--- src/rtl/sfx_pkg.sv ---
package sfx_pkg;

  // Register word indices on the bus (byte offset / 4).
  localparam int unsigned IX_CFG   = 0;
  localparam int unsigned IX_MCFG  = 1;
  localparam int unsigned IX_CTL   = 2;
  localparam int unsigned IX_DATA  = 3;
  localparam int unsigned IX_DATA2 = 4;

  // Width of the chip-select setup field kept in the configuration word.
  localparam int unsigned SETUP_W  = 4;
  // Width of the I/O lane-count field in the control word.
  localparam int unsigned IOW_W    = 2;

endpackage

--- src/rtl/sfx_clkgen.sv ---
module sfx_clkgen #(
  parameter int unsigned DIV_W = 3
) (
  input  logic             clk,
  input  logic             rst,
  input  logic             run,
  input  logic [DIV_W-1:0] div,
  output logic             tick
);

  logic [DIV_W-1:0] cnt_q;

  // Counts div+1 clocks per SCLK half period; held at zero while idle so
  // the first half period after a start is full length.
  always_ff @(posedge clk) begin
    if (rst || !run) begin
      cnt_q <= '0;
    end else if (cnt_q == div) begin
      cnt_q <= '0;
    end else begin
      cnt_q <= cnt_q + 1'b1;
    end
  end

  assign tick = run && (cnt_q == div);

endmodule

--- src/rtl/sfx_shifter.sv ---
module sfx_shifter #(
  parameter int unsigned DATA_W = 32,
  parameter int unsigned LEN_W  = 2
) (
  input  logic              clk,
  input  logic              rst,
  input  logic              start,
  input  logic [DATA_W-1:0] tx_word,
  input  logic [LEN_W-1:0]  len_m1,
  input  logic              tick,
  input  logic              miso,
  output logic              busy,
  output logic              sclk,
  output logic              mosi,
  output logic [DATA_W-1:0] rx_word
);

  localparam int unsigned BIT_W = $clog2(DATA_W);

  logic              busy_q;
  logic              sclk_q;
  logic              mosi_q;
  logic [DATA_W-2:0] tx_q;
  logic [DATA_W-1:0] rx_q;
  logic [BIT_W-1:0]  bit_q;
  logic [BIT_W-1:0]  last_q;

  always_ff @(posedge clk) begin
    if (rst) begin
      busy_q <= 1'b0;
      sclk_q <= 1'b0;
      mosi_q <= 1'b0;
      tx_q   <= '0;
      rx_q   <= '0;
      bit_q  <= '0;
      last_q <= '0;
    end else if (!busy_q) begin
      sclk_q <= 1'b0;
      if (start) begin
        busy_q <= 1'b1;
        mosi_q <= tx_word[DATA_W-1];
        tx_q   <= tx_word[DATA_W-2:0];
        rx_q   <= '0;
        bit_q  <= '0;
        last_q <= BIT_W'({len_m1, 3'b111});
      end
    end else if (tick) begin
      if (!sclk_q) begin
        // Rising edge: capture the incoming bit, left-justified.
        sclk_q <= 1'b1;
        rx_q[BIT_W'(DATA_W-1) - bit_q] <= miso;
      end else begin
        // Falling edge: present the next bit or finish.
        sclk_q <= 1'b0;
        if (bit_q == last_q) begin
          busy_q <= 1'b0;
          mosi_q <= 1'b0;
        end else begin
          bit_q  <= bit_q + 1'b1;
          mosi_q <= tx_q[DATA_W-2];
          tx_q   <= {tx_q[DATA_W-3:0], 1'b0};
        end
      end
    end
  end

  assign busy    = busy_q;
  assign sclk    = sclk_q;
  assign mosi    = mosi_q;
  assign rx_word = rx_q;

endmodule

--- src/rtl/sfx_regs.sv ---
module sfx_regs
  import sfx_pkg::*;
#(
  parameter int unsigned DATA_W = 32,
  parameter int unsigned ADDR_W = 3,
  parameter int unsigned DIV_W  = 3,
  parameter int unsigned LEN_W  = 2
) (
  input  logic              clk,
  input  logic              rst,
  input  logic              bus_wr,
  input  logic              bus_rd,
  input  logic [ADDR_W-1:0] bus_addr,
  input  logic [DATA_W-1:0] bus_wdata,
  output logic [DATA_W-1:0] bus_rdata,
  input  logic              busy,
  input  logic [DATA_W-1:0] rx_word,
  output logic              start,
  output logic [DATA_W-1:0] tx_word,
  output logic [1:0]        sel_n,
  output logic [DIV_W-1:0]  div,
  output logic [LEN_W-1:0]  len_m1
);

  localparam int unsigned CFG_W   = DIV_W + 2 + SETUP_W;
  localparam int unsigned CFG_PAD = DATA_W - CFG_W;
  localparam int unsigned LEN_HI  = DATA_W - 3;
  localparam int unsigned IOW_HI  = DATA_W - 4 - LEN_W;
  localparam int unsigned TSEL_B  = DATA_W - 4 - LEN_W - IOW_W;
  localparam int unsigned CTL_PAD = TSEL_B;

  localparam logic [ADDR_W-1:0] A_CFG   = ADDR_W'(IX_CFG);
  localparam logic [ADDR_W-1:0] A_MCFG  = ADDR_W'(IX_MCFG);
  localparam logic [ADDR_W-1:0] A_CTL   = ADDR_W'(IX_CTL);
  localparam logic [ADDR_W-1:0] A_DATA  = ADDR_W'(IX_DATA);
  localparam logic [ADDR_W-1:0] A_DATA2 = ADDR_W'(IX_DATA2);

  logic [CFG_W-1:0]  cfg_q;
  logic [DATA_W-1:0] mcfg_q;
  logic [DATA_W-1:0] data2_q;
  logic              dev0_n_q;
  logic              dev1_n_q;
  logic [LEN_W-1:0]  len_q;
  logic [IOW_W-1:0]  iow_q;
  logic              tsel_q;
  logic              wr_ok;
  logic              any_sel;

  assign wr_ok   = bus_wr && !busy;
  assign any_sel = !(dev0_n_q && dev1_n_q);

  // Register writes; every write is dropped while the shifter runs.
  always_ff @(posedge clk) begin
    if (rst) begin
      cfg_q    <= '0;
      mcfg_q   <= '0;
      data2_q  <= '0;
      dev0_n_q <= 1'b1;
      dev1_n_q <= 1'b1;
      len_q    <= '0;
      iow_q    <= '0;
      tsel_q   <= 1'b0;
    end else if (wr_ok) begin
      case (bus_addr)
        A_CFG:   cfg_q   <= bus_wdata[DATA_W-1 -: CFG_W];
        A_MCFG:  mcfg_q  <= bus_wdata;
        A_DATA2: data2_q <= bus_wdata;
        A_CTL: begin
          dev0_n_q <= bus_wdata[DATA_W-1];
          dev1_n_q <= bus_wdata[DATA_W-2];
          len_q    <= bus_wdata[LEN_HI -: LEN_W];
          iow_q    <= bus_wdata[IOW_HI -: IOW_W];
          tsel_q   <= bus_wdata[TSEL_B];
        end
        default: ;
      endcase
    end
  end

  // Transfer launch: a data write sends the word, a data read with a
  // select held clocks in a fresh word while sending zeros.
  always_comb begin
    start   = 1'b0;
    tx_word = '0;
    if (!busy && bus_addr == A_DATA) begin
      if (bus_wr) begin
        start   = 1'b1;
        tx_word = bus_wdata;
      end else if (bus_rd && any_sel) begin
        start   = 1'b1;
      end
    end
  end

  // Registered read data.
  always_ff @(posedge clk) begin
    if (rst) begin
      bus_rdata <= '0;
    end else if (bus_rd) begin
      case (bus_addr)
        A_CFG:   bus_rdata <= {cfg_q, {CFG_PAD{1'b0}}};
        A_MCFG:  bus_rdata <= mcfg_q;
        A_CTL:   bus_rdata <= {dev0_n_q, dev1_n_q, len_q, !busy, iow_q,
                               tsel_q, {CTL_PAD{1'b0}}};
        A_DATA:  bus_rdata <= rx_word;
        A_DATA2: bus_rdata <= data2_q;
        default: bus_rdata <= '0;
      endcase
    end
  end

  assign sel_n  = {dev1_n_q, dev0_n_q};
  assign div    = cfg_q[CFG_W-1 -: DIV_W];
  assign len_m1 = len_q;

endmodule

--- src/rtl/sfx_engine.sv ---
module sfx_engine #(
  parameter int unsigned DATA_W = 32,
  parameter int unsigned ADDR_W = 3,
  parameter int unsigned DIV_W  = 3,
  parameter int unsigned LEN_W  = 2
) (
  input  logic              clk,
  input  logic              rst,
  input  logic              bus_wr,
  input  logic              bus_rd,
  input  logic [ADDR_W-1:0] bus_addr,
  input  logic [DATA_W-1:0] bus_wdata,
  output logic [DATA_W-1:0] bus_rdata,
  output logic              spi_sclk,
  output logic              spi_mosi,
  input  logic              spi_miso,
  output logic [1:0]        spi_csn
);

  logic              shift_busy;
  logic              shift_start;
  logic              half_tick;
  logic [DATA_W-1:0] tx_word;
  logic [DATA_W-1:0] rx_word;
  logic [DIV_W-1:0]  cfg_div;
  logic [LEN_W-1:0]  len_m1;

  sfx_regs #(
    .DATA_W (DATA_W),
    .ADDR_W (ADDR_W),
    .DIV_W  (DIV_W),
    .LEN_W  (LEN_W)
  ) u_regs (
    .clk       (clk),
    .rst       (rst),
    .bus_wr    (bus_wr),
    .bus_rd    (bus_rd),
    .bus_addr  (bus_addr),
    .bus_wdata (bus_wdata),
    .bus_rdata (bus_rdata),
    .busy      (shift_busy),
    .rx_word   (rx_word),
    .start     (shift_start),
    .tx_word   (tx_word),
    .sel_n     (spi_csn),
    .div       (cfg_div),
    .len_m1    (len_m1)
  );

  sfx_clkgen #(
    .DIV_W (DIV_W)
  ) u_clkgen (
    .clk  (clk),
    .rst  (rst),
    .run  (shift_busy),
    .div  (cfg_div),
    .tick (half_tick)
  );

  sfx_shifter #(
    .DATA_W (DATA_W),
    .LEN_W  (LEN_W)
  ) u_shifter (
    .clk     (clk),
    .rst     (rst),
    .start   (shift_start),
    .tx_word (tx_word),
    .len_m1  (len_m1),
    .tick    (half_tick),
    .miso    (spi_miso),
    .busy    (shift_busy),
    .sclk    (spi_sclk),
    .mosi    (spi_mosi),
    .rx_word (rx_word)
  );

endmodule

--- config.mk ---
export PLATFORM = sky130hd
export DESIGN_NAME = sfx_engine
export DESIGN_NICKNAME = d
export VERILOG_FILES = /design/src/rtl/sfx_pkg.sv /design/src/rtl/sfx_clkgen.sv /design/src/rtl/sfx_shifter.sv /design/src/rtl/sfx_regs.sv /design/src/rtl/sfx_engine.sv
export SDC_FILE = /design/constraint.sdc
export NUM_CORES = 1
export LEC_CHECK = 0
export ABC_AREA = 0
export BUFFER_PORTS_ARGS = -buffer_cell sky130_fd_sc_hd__buf_2
export CAP_MARGIN = 20
export CORE_UTILIZATION = 55
export CTS_BUF_LIST = sky130_fd_sc_hd__clkbuf_4 sky130_fd_sc_hd__clkbuf_8 sky130_fd_sc_hd__clkbuf_16
export DETAILED_ROUTE_END_ITERATION = 7
export PLACE_DENSITY = 0.72
export SLEW_MARGIN = 20
export SYNTH_ARGS = -nofsm -noshare
export SYNTH_HDL_FRONTEND = slang
export SYNTH_HIERARCHICAL = 1
export SYNTH_SLANG_ARGS = --single-unit
--- constraint.sdc ---
create_clock -name clk -period 3 [get_ports clk]
set_clock_uncertainty 0.05 [all_clocks]
set_input_delay 0.6 -clock clk [delete_from_list [all_inputs] [get_ports clk]]
set_output_delay 0.6 -clock clk [all_outputs]
set_load 0.05 [all_outputs]
==> reports/metrics.yaml <==
r2r-start: "u_regs/cfg_q[6]$_SDFFE_PP0P_"
grt_pass1_vias: 7422
required_ns: 3.20
hpwl_mm: 17.0
yosys.area.top_type_share: 0.413
syn-num-nets: 1085
grt_max_degree: 95
synthFlopType: "dfxtp_1"
cp_cell_sequence: "xnor2_1, and4_2, nand3_2, o21ai_4, a211oi_1"
post_drt_wl_per_cell_um: 21.1
root_buffer: "clkbuf_16"
coreArea_sq_um: 16100
dpl.cell_count: 1235
antennaDiodeCount: 0
end_kind: "register"
start_kind: "register"
synth_top_family_by_area: "compound AO/OA/AOI/OAI gates"
muxShareOfSynthArea: 0.0437
hp-start: "bus_wdata[4]"
drt-total-wl_mm: 26.8
min_path_type: "input pin to register"
post-synth-top-area-cell: "dfxtp_1"
syn2layout_area_growth_pct: 10.3
p_comb_frac: 0.083
synth-async-reset-ratio: 0
setup_violations: 0
synth-xor-area-share: 0.00669
synth-seq-cells: 189
synthSimpleGateAreaFrac: 0.159
synth_warnings: 6
track_usage: 0.305
drt_iter0_markers: 1142
path_max_fanout: 32
pwr-share-seq: 0.451
netlist_area_sq_um: 9170
boundaryPins: 76
power_density_nw_per_um2: 566
fin_crit_ns: 2.56
synth_compound_area_frac: 0.295
power_switching_mw: 1.36
drc: 0
die_area_sq_um: 17200
synth_edf_count: 0
fin_nets: 1083
grt.busiest_layer: "met1"
ctsHoldBuffers: 0
cts_buffers: 17
path_class: "register to register"
grt_remaining_overflow: 0
rsz0062_at_grt: "false"
critPathMaxStageDelay_ns: 0.90
grt_pass1_wl_mm: 42.0
crit_start: "u_regs/cfg_q[6]$_SDFFE_PP0P_"
post-route-period-util: 0.854
grtUsageMet3: 0.0559
postSynthCellCount: 1040
ys_types: 62
tns_ns: 0
arrival_ns: 2.76
fp-row-count: 46
ir_worst_vdd_mv: 0.430
syn_avg_cell_area_sq_um: 8.82
synthTopCellsByArea: "dfxtp_1, a21oi_1, nand3_1"
ctsLongestPathBuffers: 2
power.leakage_nw: 3.29
cts_tree: "yes"
status: "finished, final reports clean"
antenna_found_initial: 0
fp.dieW_um: 131
num_vias: 8332
path_buf_inv: 0
clk_latency_ns: 0.43
drive_above_1_share: 0.175
detail-route-antenna-nets: 0
totalPowerFinal_mw: 5.72
max_freq_ghz: 0.390
cts.sinks: 189
post_drt_via_cell_ratio: 6.58
fillers: 1362
switching_share: 0.237
postCtsSetupRepairBufs: 0
ys_seq_area_frac: 0.413
slew-limit-headroom: 0.274
yosys.area_share.adder: 0.00682
drt_pass1_iterations: 5
hold_viol: 0
cpMaxStageDelayCell: "o21ai_4"
cts_max_level: 4
clkTransAtPathRegs_ns: 0.07
maxCapViolations: 0
portBuffers: 75
slew_viol_final: 0
cts_resized: 0
tightest_slew_ns: 1.08
use_met2: 0.449
critPathTopFamily: "compound AO/OA/AOI/OAI gates"
final_cells: 1267
place_congestion: 0.933
die-height_um: 131
start_util: 0.571
clkPwrFrac: 0.465
grt_use_met1: 0.456
p_int_mw: 4.37
-- worst reg2reg max path: stages (launching register included) --
cell,delay [ns]
dfxtp_1,0.35
xnor2_1,0.29
and4_2,0.38
nand3_2,0.20
o21ai_4,0.90
a211oi_1,0.22
-- power by group through the flow --
| stage | registers [mW] | logic (mW) | clock network [mW] |
|---|---|---|---|
| detailed placement | 2.64 | 0.466 | 0 |
| global route | 2.59 | 0.506 | 2.80 |
| CTS | 2.58 | 0.467 | 2.68 |
| global placement | 2.64 | 0.463 | 0 |
| floorplan | 2.66 | 0.314 | 0 |
| finish | 2.58 | 0.477 | 2.66 |
-- worst paths after layout --
| path | cells past startpoint | endpoint | slack [ns] |
|---|---|---|---|
| worst max-delay path | 5 | u_shifter/tx_q[18]$_SDFFE_PP0P_ | 0.44 |
| worst min-delay path | 3 | u_regs/mcfg_q[4]$_SDFFE_PP0P_ | 0.39 |
| worst max register to register | 5 | u_shifter/tx_q[18]$_SDFFE_PP0P_ | 0.44 |
| worst min register to register | 2 | u_shifter/tx_q[0]$_SDFFE_PP0P_ | 0.42 |
-- metal layers --
metal | vias up | wire, um
met5 | - | 0
met4 | 0 | 226
met3 | 20 | 2280
met2 | 419 | 11900
met1 | 4034 | 12300
li1 | 3859 | -
-- flip-flops by register name (all words and copies together) (netlist names), 3 cells and up --
name	count
u_clkgen/cnt_q	3
u_regs/mcfg_q	32
u_regs/data2_q	32
u_shifter/last_q	3
u_shifter/tx_q	31
u_regs/bus_rdata	32
u_shifter/rx_word	32
u_shifter/bit_q	5
u_regs/cfg_q	9
-- synth_stat cells, types with 31 or more instances --
library cell,instances
dfxtp_1,189
a21oi_1,124
nand3_1,101
o21ai_1,78
clkbuf_1,50
a211oi_1,39
buf_2,39
o21ai_0,36
and2_1,35
a22oi_1,32
mux2i_1,31
nand2_1,31
-- metrics by stage --
step	cell area [sq um]	setup WS [ns]	hold slack, ns	util
finish	10100	0.439	0.390	0.630
global route	10100	0.307	0.383	0.630
CTS	10100	0.459	0.375	0.630
detailed placement	9410	0.427	0.415	0.586
global placement	9410	0.449	0.407	0.586
floorplan	9170	0.389	0.391	-
-- cell usage in the layout, fill, tap and decap left out, types with 3 or more instances in the layout --
| master | count |
|---|---|
| nand4_1 | 3 |
| nand2_1 | 31 |
| nor3_1 | 5 |
| nor2b_1 | 3 |
| buf_4 | 25 |
| nand3_1 | 101 |
| nand3b_1 | 22 |
| a311oi_1 | 3 |
| inv_1 | 7 |
| mux2_2 | 8 |
| xnor2_1 | 7 |
| a211oi_2 | 22 |
| o211ai_1 | 29 |
| o21ai_1 | 78 |
| nor2_1 | 11 |
| and2_1 | 35 |
| a32oi_1 | 22 |
| buf_2 | 74 |
| o21ai_0 | 36 |
| mux2i_1 | 31 |
| o22ai_1 | 3 |
| clkbuf_16 | 17 |
| a22oi_1 | 32 |
| nor3b_1 | 3 |
| and3b_1 | 5 |
| a21oi_1 | 124 |
| a31oi_1 | 10 |
| bufinv_16 | 7 |
| a211oi_1 | 39 |
| dfxtp_1 | 188 |
| clkinvlp_4 | 4 |
| nand2b_1 | 5 |
| ha_1 | 5 |
| a21o_1 | 9 |
| buf_12 | 3 |
| and3_1 | 6 |
-- logic make-up (layout without fill, tap and decap cells) --
family / count (synthesis) / after routing
AOI/OAI and AO/OA: 417 / 417
xor gates and xnor gates: 7 / 7
adders and majority gates: 5 / 5
buffers and inverters: 130 / 141
DFF: 189 / 189
muxes: 39 / 39
and+or+nand+nor: 253 / 253
-- cell type report --
type / count / area, sq um / area share
Clock buffer: 18 / 439 / 0.0434
Clock inverter: 14 / 263 / 0.0260
Inverter: 7 / 26.3 / 0.00260
Multi-Input combinational cell: 721 / 4710 / 0.466
Sequential cell: 189 / 3780 / 0.374
Tap cell: 216 / 270 / 0.0267
Timing Repair Buffer: 102 / 618 / 0.0611
Note: power is estimated with default switching activity, not from simulation.
